### src/rtl/dp_alu_pkg.sv
package dp_alu_pkg;

  localparam int FLAG_W = 4;
  localparam int FLAG_N = 3;
  localparam int FLAG_Z = 2;
  localparam int FLAG_C = 1;
  localparam int FLAG_V = 0;

  typedef enum logic [3:0] {
    OP_AND   = 4'd0,
    OP_XOR   = 4'd1,
    OP_SUB   = 4'd2,
    OP_RSUB  = 4'd3,
    OP_ADD   = 4'd4,
    OP_ADDC  = 4'd5,
    OP_SUBC  = 4'd6,
    OP_RSUBC = 4'd7,
    OP_TEST  = 4'd8,
    OP_TESTX = 4'd9,
    OP_CMP   = 4'd10,
    OP_CMPN  = 4'd11,
    OP_OR    = 4'd12,
    OP_MOVE  = 4'd13,
    OP_CLEAR = 4'd14,
    OP_MOVEN = 4'd15
  } aluOp_e;

  typedef enum logic [1:0] {
    CIN_ZERO = 2'd0,
    CIN_ONE  = 2'd1,
    CIN_FLAG = 2'd2
  } carrySel_e;

  typedef enum logic [1:0] {
    LG_AND  = 2'd0,
    LG_XOR  = 2'd1,
    LG_OR   = 2'd2,
    LG_PASS = 2'd3
  } logicSel_e;

  typedef struct packed {
    logic      useAdder;
    logic      invA;
    logic      invB;
    carrySel_e cinSel;
    logicSel_e logicSel;
    logic      invLogicB;
    logic      writeDest;
    logic      updateFlags;
  } aluStrobes_t;

endpackage

### src/rtl/dp_alu_ctrl.sv
module dp_alu_ctrl
  import dp_alu_pkg::*;
(
  input  logic [3:0]  opcode,
  input  logic        setFlags,
  output aluStrobes_t strobes
);

  logic isCompare;

  always_comb begin
    strobes           = '0;
    strobes.cinSel    = CIN_ZERO;
    strobes.logicSel  = LG_AND;
    isCompare         = 1'b0;
    case (aluOp_e'(opcode))
      OP_AND:   strobes.logicSel = LG_AND;
      OP_XOR:   strobes.logicSel = LG_XOR;
      OP_OR:    strobes.logicSel = LG_OR;
      OP_CLEAR: begin
        strobes.logicSel  = LG_AND;
        strobes.invLogicB = 1'b1;
      end
      OP_MOVE:  strobes.logicSel = LG_PASS;
      OP_MOVEN: begin
        strobes.logicSel  = LG_PASS;
        strobes.invLogicB = 1'b1;
      end
      OP_ADD: begin
        strobes.useAdder = 1'b1;
      end
      OP_ADDC: begin
        strobes.useAdder = 1'b1;
        strobes.cinSel   = CIN_FLAG;
      end
      OP_SUB: begin
        strobes.useAdder = 1'b1;
        strobes.invB     = 1'b1;
        strobes.cinSel   = CIN_ONE;
      end
      OP_SUBC: begin
        strobes.useAdder = 1'b1;
        strobes.invB     = 1'b1;
        strobes.cinSel   = CIN_FLAG;
      end
      OP_RSUB: begin
        strobes.useAdder = 1'b1;
        strobes.invA     = 1'b1;
        strobes.cinSel   = CIN_ONE;
      end
      OP_RSUBC: begin
        strobes.useAdder = 1'b1;
        strobes.invA     = 1'b1;
        strobes.cinSel   = CIN_FLAG;
      end
      OP_TEST: begin
        strobes.logicSel = LG_AND;
        isCompare        = 1'b1;
      end
      OP_TESTX: begin
        strobes.logicSel = LG_XOR;
        isCompare        = 1'b1;
      end
      OP_CMP: begin
        strobes.useAdder = 1'b1;
        strobes.invB     = 1'b1;
        strobes.cinSel   = CIN_ONE;
        isCompare        = 1'b1;
      end
      OP_CMPN: begin
        strobes.useAdder = 1'b1;
        isCompare        = 1'b1;
      end
      default: strobes.logicSel = LG_AND;
    endcase
    strobes.writeDest   = !isCompare;
    strobes.updateFlags = isCompare || setFlags;
  end

endmodule

### src/rtl/dp_alu_datapath.sv
module dp_alu_datapath
  import dp_alu_pkg::*;
#(
  parameter int DATA_W = 32
) (
  input  logic              clk,
  input  logic              rstN,
  input  logic [DATA_W-1:0] opA,
  input  logic [DATA_W-1:0] opB,
  input  logic              shiftCarry,
  input  logic [FLAG_W-1:0] flagsIn,
  input  aluStrobes_t       strobes,
  output logic [DATA_W-1:0] result,
  output logic              writeEn,
  output logic [FLAG_W-1:0] flagsOut
);

  localparam int MSB = DATA_W - 1;

  logic [DATA_W-1:0] addA, addB, logicB, logicRes, nextRes;
  logic [DATA_W:0]   sum;
  logic              carryIn, overflow;
  logic [FLAG_W-1:0] nextFlags;

  // Adder operand conditioning: inversion gives subtract and reverse subtract
  assign addA = strobes.invA ? ~opA : opA;
  assign addB = strobes.invB ? ~opB : opB;

  always_comb begin
    case (strobes.cinSel)
      CIN_ONE:  carryIn = 1'b1;
      CIN_FLAG: carryIn = flagsIn[FLAG_C];
      default:  carryIn = 1'b0;
    endcase
  end

  assign sum = {1'b0, addA} + {1'b0, addB} + {{DATA_W{1'b0}}, carryIn};
  assign overflow = (addA[MSB] == addB[MSB]) && (sum[MSB] != addA[MSB]);

  // Bitwise unit
  assign logicB = strobes.invLogicB ? ~opB : opB;

  always_comb begin
    case (strobes.logicSel)
      LG_XOR:  logicRes = opA ^ logicB;
      LG_OR:   logicRes = opA | logicB;
      LG_PASS: logicRes = logicB;
      default: logicRes = opA & logicB;
    endcase
  end

  assign nextRes = strobes.useAdder ? sum[MSB:0] : logicRes;

  always_comb begin
    nextFlags = flagsIn;
    if (strobes.updateFlags) begin
      nextFlags[FLAG_N] = nextRes[MSB];
      nextFlags[FLAG_Z] = (nextRes == '0);
      nextFlags[FLAG_C] = strobes.useAdder ? sum[DATA_W] : shiftCarry;
      nextFlags[FLAG_V] = strobes.useAdder ? overflow : flagsIn[FLAG_V];
    end
  end

  always_ff @(posedge clk) begin
    if (!rstN) begin
      result   <= '0;
      writeEn  <= 1'b0;
      flagsOut <= '0;
    end else begin
      result   <= nextRes;
      writeEn  <= strobes.writeDest;
      flagsOut <= nextFlags;
    end
  end

endmodule

### src/rtl/dp_alu.sv
module dp_alu
  import dp_alu_pkg::*;
#(
  parameter int DATA_W = 32
) (
  input  logic              clk,
  input  logic              rstN,
  input  logic [DATA_W-1:0] opA,
  input  logic [DATA_W-1:0] opB,
  input  logic              shiftCarry,
  input  logic [3:0]        flagsIn,
  input  logic [3:0]        opcode,
  input  logic              setFlags,
  output logic [DATA_W-1:0] result,
  output logic              writeEn,
  output logic [3:0]        flagsOut
);

  aluStrobes_t strobes;

  dp_alu_ctrl u_ctrl (
    .opcode   (opcode),
    .setFlags (setFlags),
    .strobes  (strobes)
  );

  dp_alu_datapath #(.DATA_W(DATA_W)) u_dpath (
    .clk        (clk),
    .rstN       (rstN),
    .opA        (opA),
    .opB        (opB),
    .shiftCarry (shiftCarry),
    .flagsIn    (flagsIn),
    .strobes    (strobes),
    .result     (result),
    .writeEn    (writeEn),
    .flagsOut   (flagsOut)
  );

endmodule

### config.mk
export PLATFORM = sky130hd
export DESIGN_NAME = dp_alu
export DESIGN_NICKNAME = d
export VERILOG_FILES = /design/src/rtl/dp_alu_pkg.sv /design/src/rtl/dp_alu_ctrl.sv /design/src/rtl/dp_alu_datapath.sv /design/src/rtl/dp_alu.sv
export SDC_FILE = /design/constraint.sdc
export NUM_CORES = 1
export LEC_CHECK = 0
export BUFFER_PORTS_ARGS = -buffer_cell sky130_fd_sc_hd__buf_2
export CORE_MARGIN = 3
export CORE_UTILIZATION = 60
export DETAILED_ROUTE_END_ITERATION = 8
export PLACE_DENSITY = 0.83
export SETUP_SLACK_MARGIN = 0.5
export SYNTH_ARGS = -nofsm -noshare
export SYNTH_HDL_FRONTEND = slang
export SYNTH_HIERARCHICAL = 1
export SYNTH_SLANG_ARGS = --single-unit
### constraint.sdc
create_clock -name clk -period 8.7 [get_ports clk]
set_input_delay 2.175 -clock clk [delete_from_list [all_inputs] [get_ports clk]]
set_output_delay 2.175 -clock clk [all_outputs]
set_load 0.01 [all_outputs]
==> results.toml <==
[critical_path]
crit_path_max_fanout = 16
cp_slowest_cell = "a221oi_1"
worstPathRequired_ns = 8.94
critical-path-top-cell-by-count = "fa_1"
worstPathArrival_ns = 6.55
crit_path_cell_trace = "buf_2 > nand2_1 > and3_2 > xor2_1 > fa_1 > fa_1 > a21o_1 > a221oi_1 > a21boi_1 > o21bai_1 > mux2i_1 > o41ai_1 > o2111ai_1 > nor4_2 > nand3_1 > o21ai_2"
start_kind = "input port"
startpoint = "opcode[3]"
path_class = "in -> reg"
worstSetupEndpointType = "register"
cpPeakStageDelay_ns = 0.57

[timing]
slew_viol_final = 0
fin_crit_ns = 6.31
fin_crit_sh_pct = 72.5
fmax_mhz = 158
hold_viol = 0
rsz0062_at_grt = "false"
relSlewSlack_pct = 26.0
fin_tns_setup_ns = 0
setup_violations = 0
worst_pin_slew_ns = 1.11

[clocking]
htreeDepth = 2
cts_sinks = 37
numCtsBuffers = 5
clk_pin_slew_ns = 0.08
cts_tree = "built"
cts_setup_buffers = 0
clockBufferDepth = 2
ctsHoldBuffers = 0
cts_resized = 0
root_buffer = "clkbuf_8"

[synth]
syn_avg_cell_area_um2 = 8.13
netlist_area_um2 = 6180
synth_nets = 935
ys_seq_area_share_pct = 12.0
synth_xor_area_share_pct = 16.7
synth_seq_cells = 37
synth-adder-area-share_pct = 20.3
synth_compound_area_share_pct = 16.1
synth_edf_count = 0
synth_top_family_by_area = "adder cells"
yosys_warnings = 6
synth_simple_gate_area_share_pct = 13.0
ys_async_sr_fraction_pct = 0
syn_inst = 760
muxShareOfSynthArea_pct = 12.5
synth_flop_cell = "dfxtp_1"
ys_types = 63

[route]
viasPerCell = 5.93
dr_total_vias = 5823
wirelength_um = 18100
first_iter_violations = 551
drc = 0
drtAntennaViolNets = 0
wl_per_cell_um = 18.4
dr.pass1.iters = 5

[power_and_ir_drop]
p_switching_mw = 0.428
p_per_area_nw_per_um2 = 140
p_int_mw = 0.546
swShare_pct = 43.9
p_comb_share_pct = 60.7
p_leak_nw = 3.59
p_seq_share_pct = 20.8
p_clk_share_pct = 18.6
ir_worst_vdd_v = 0.0000911

[floorplanning]
io_pins = 113
die_h_um = 108
die_area_um2 = 11600
die_w_um = 108
initial_core_util_pct = 62.4
fp.coreArea_um2 = 9910
rows = 36

[global_routing]
grt_remaining_overflow = 0
grt_use_total_pct = 31.3
grt_pass1_vias = 5865
grt_pass1_wl_um = 29000
grt_max_degree = 46
antenna_found_initial = 0

[final_layout]
stdcell_area_um2 = 6950
areaGrowthSynthToFinish_pct = 12.3
drive_above_1_share_pct = 19.9
fin_nets = 1022
register_area_um2 = 741
n_fill_cell = 811
multiInputGateArea_um2 = 4880

[min_path]
min_to = "u_dpath/flagsOut[2]"
hp-class = "in -> reg"
hold_depth = 3
min_from = "flagsIn[2]"

[placed_design]
hpwl_um = 14400
place_congestion = 0.980
place_area_um2 = 6810
io_buffers = 112

[status]
status = "finished, final reports clean"

[job]
maxCapViolCount = 0
[cell usage after synthesis (3+ instances only)]
| cell type | instances | share of area [%] |
|---|---|---|
| inv_1 | 108 | 6.6 |
| ha_1 | 97 | 20 |
| xor2_1 | 95 | 13 |
| nor2_1 | 56 | 3.4 |
| nand2_1 | 51 | 3.1 |
| a21oi_1 | 43 | 3.5 |
| dfxtp_1 | 37 | 12 |
| mux4_2 | 29 | 11 |
| xnor2_1 | 23 | 3.3 |
| o21ai_0 | 21 | 1.7 |
| clkbuf_1 | 17 | 1.0 |
| mux2i_1 | 12 | 1.9 |
| and2_1 | 11 | 1.1 |
| a211oi_1 | 10 | 1.2 |
| buf_1 | 10 | 0.61 |
| buf_2 | 10 | 0.81 |
| nand3_1 | 9 | 0.73 |
| a21o_1 | 8 | 0.97 |
| a31oi_1 | 7 | 0.71 |
| and3_1 | 7 | 0.71 |
| nand2b_1 | 7 | 0.71 |
| nand4_1 | 7 | 0.71 |
| nor3_1 | 5 | 0.40 |
| a221oi_1 | 4 | 0.57 |
| o2111ai_1 | 4 | 0.57 |
| o211ai_1 | 4 | 0.49 |
| o21a_1 | 4 | 0.49 |
| o221ai_1 | 4 | 0.57 |
| a2111oi_0 | 3 | 0.43 |
| a21boi_0 | 3 | 0.36 |
| a311oi_1 | 3 | 0.43 |
| nor2b_1 | 3 | 0.30 |
| o21bai_1 | 3 | 0.36 |
[layout make-up]
class / instances / share of cell area, %
sequential: 37 / 10.7
clock inverter: 3 / 0.937
clock buffer: 5 / 0.991
tap: 133 / 2.40
antenna: 1 / 0.0360
timing repair buffer: 119 / 8.83
inverter: 109 / 5.89
multi-input combinational: 575 / 70.3
[stage by stage]
step | hold slack (ns) | util, % | power [mW] | setup WS [ns] | std cells
5_1_grt | 2.10 | 70.1 | 1.04 | 2.03 | 981
4_1_cts | 2.10 | 70.1 | 0.965 | 2.44 | 981
3_3_place_gp | 2.40 | 68.7 | 0.766 | 2.23 | 973
2_1_floorplan | 2.28 | - | 0.611 | 2.47 | 760
6_report | 2.11 | 70.1 | 0.974 | 2.39 | 982
3_5_place_dp | 2.41 | 68.7 | 0.783 | 2.13 | 973
[flip-flops by register name, indices dropped and copies added, names as in the netlist]
signal	flops
u_dpath/flagsOut	4
u_dpath/writeEn	1
u_dpath/result	32
[layer usage]
layer  up-vias  share of wire (%)  GRT usage, %
met5         -                  0             0
met4         0                1.7          8.66
met3        35                8.8          5.64
met2       288                 45          50.7
met1      2722                 44          42.9
li1       2778                  -             -
[power by group through the flow]
stage | clock (mW) | combinational [mW] | sequential [mW]
detailed placement | 0 | 0.577 | 0.206
finish | 0.181 | 0.591 | 0.202
floorplan | 0 | 0.391 | 0.220
global route | 0.188 | 0.649 | 0.204
CTS | 0.182 | 0.581 | 0.202
global placement | 0 | 0.561 | 0.206
[worst max-delay path by stage]
stage	endpoint	slack [ns]	cells after the start
3_3_place_gp	u_dpath/flagsOut[2]	2.23	16
3_5_place_dp	u_dpath/flagsOut[2]	2.13	16
6_report	u_dpath/flagsOut[2]	2.39	16
2_1_floorplan	u_dpath/flagsOut[2]	2.47	17
4_1_cts	u_dpath/flagsOut[2]	2.44	16
5_1_grt	u_dpath/flagsOut[2]	2.03	19
[critical path, delay by kind of cell]
family / cells / cell delay, ns
compound gates: 7 / 1.89
simple gates: 4 / 1.09
fa+ha+maj: 2 / 0.95
xor+xnor: 1 / 0.16
buf+inv: 1 / 0.14
mux: 1 / 0.11
[placed cells by master, fill, tap and decap left out, types with 5 or more instances in the layout]
cell and n:
buf_2 112, nand4_1 7, buf_4 7, nand2b_1 7, dfxtp_1 37, nand2_1 51
ha_1 97, and3_1 5, mux4_2 29, o21ai_0 21, xnor2_1 23, a211oi_1 10
mux2i_1 12, nor3_1 5, nand3_1 9, clkbuf_8 5, nor2_1 55, xor2_1 95
a21oi_1 42, a31oi_1 7, a21o_1 8, and2_1 11, inv_1 108
[cell families after synthesis]
logic type               count (synthesis)
AND/OR/NAND/NOR                        170
flip-flops                              37
multiplexers                            41
XOR/XNOR                               118
AO/OA/AOI/OAI                          147
adder cells (fa/ha/maj)                 99
buffers and inverters                  148
Power figures use the tool's default switching activity.
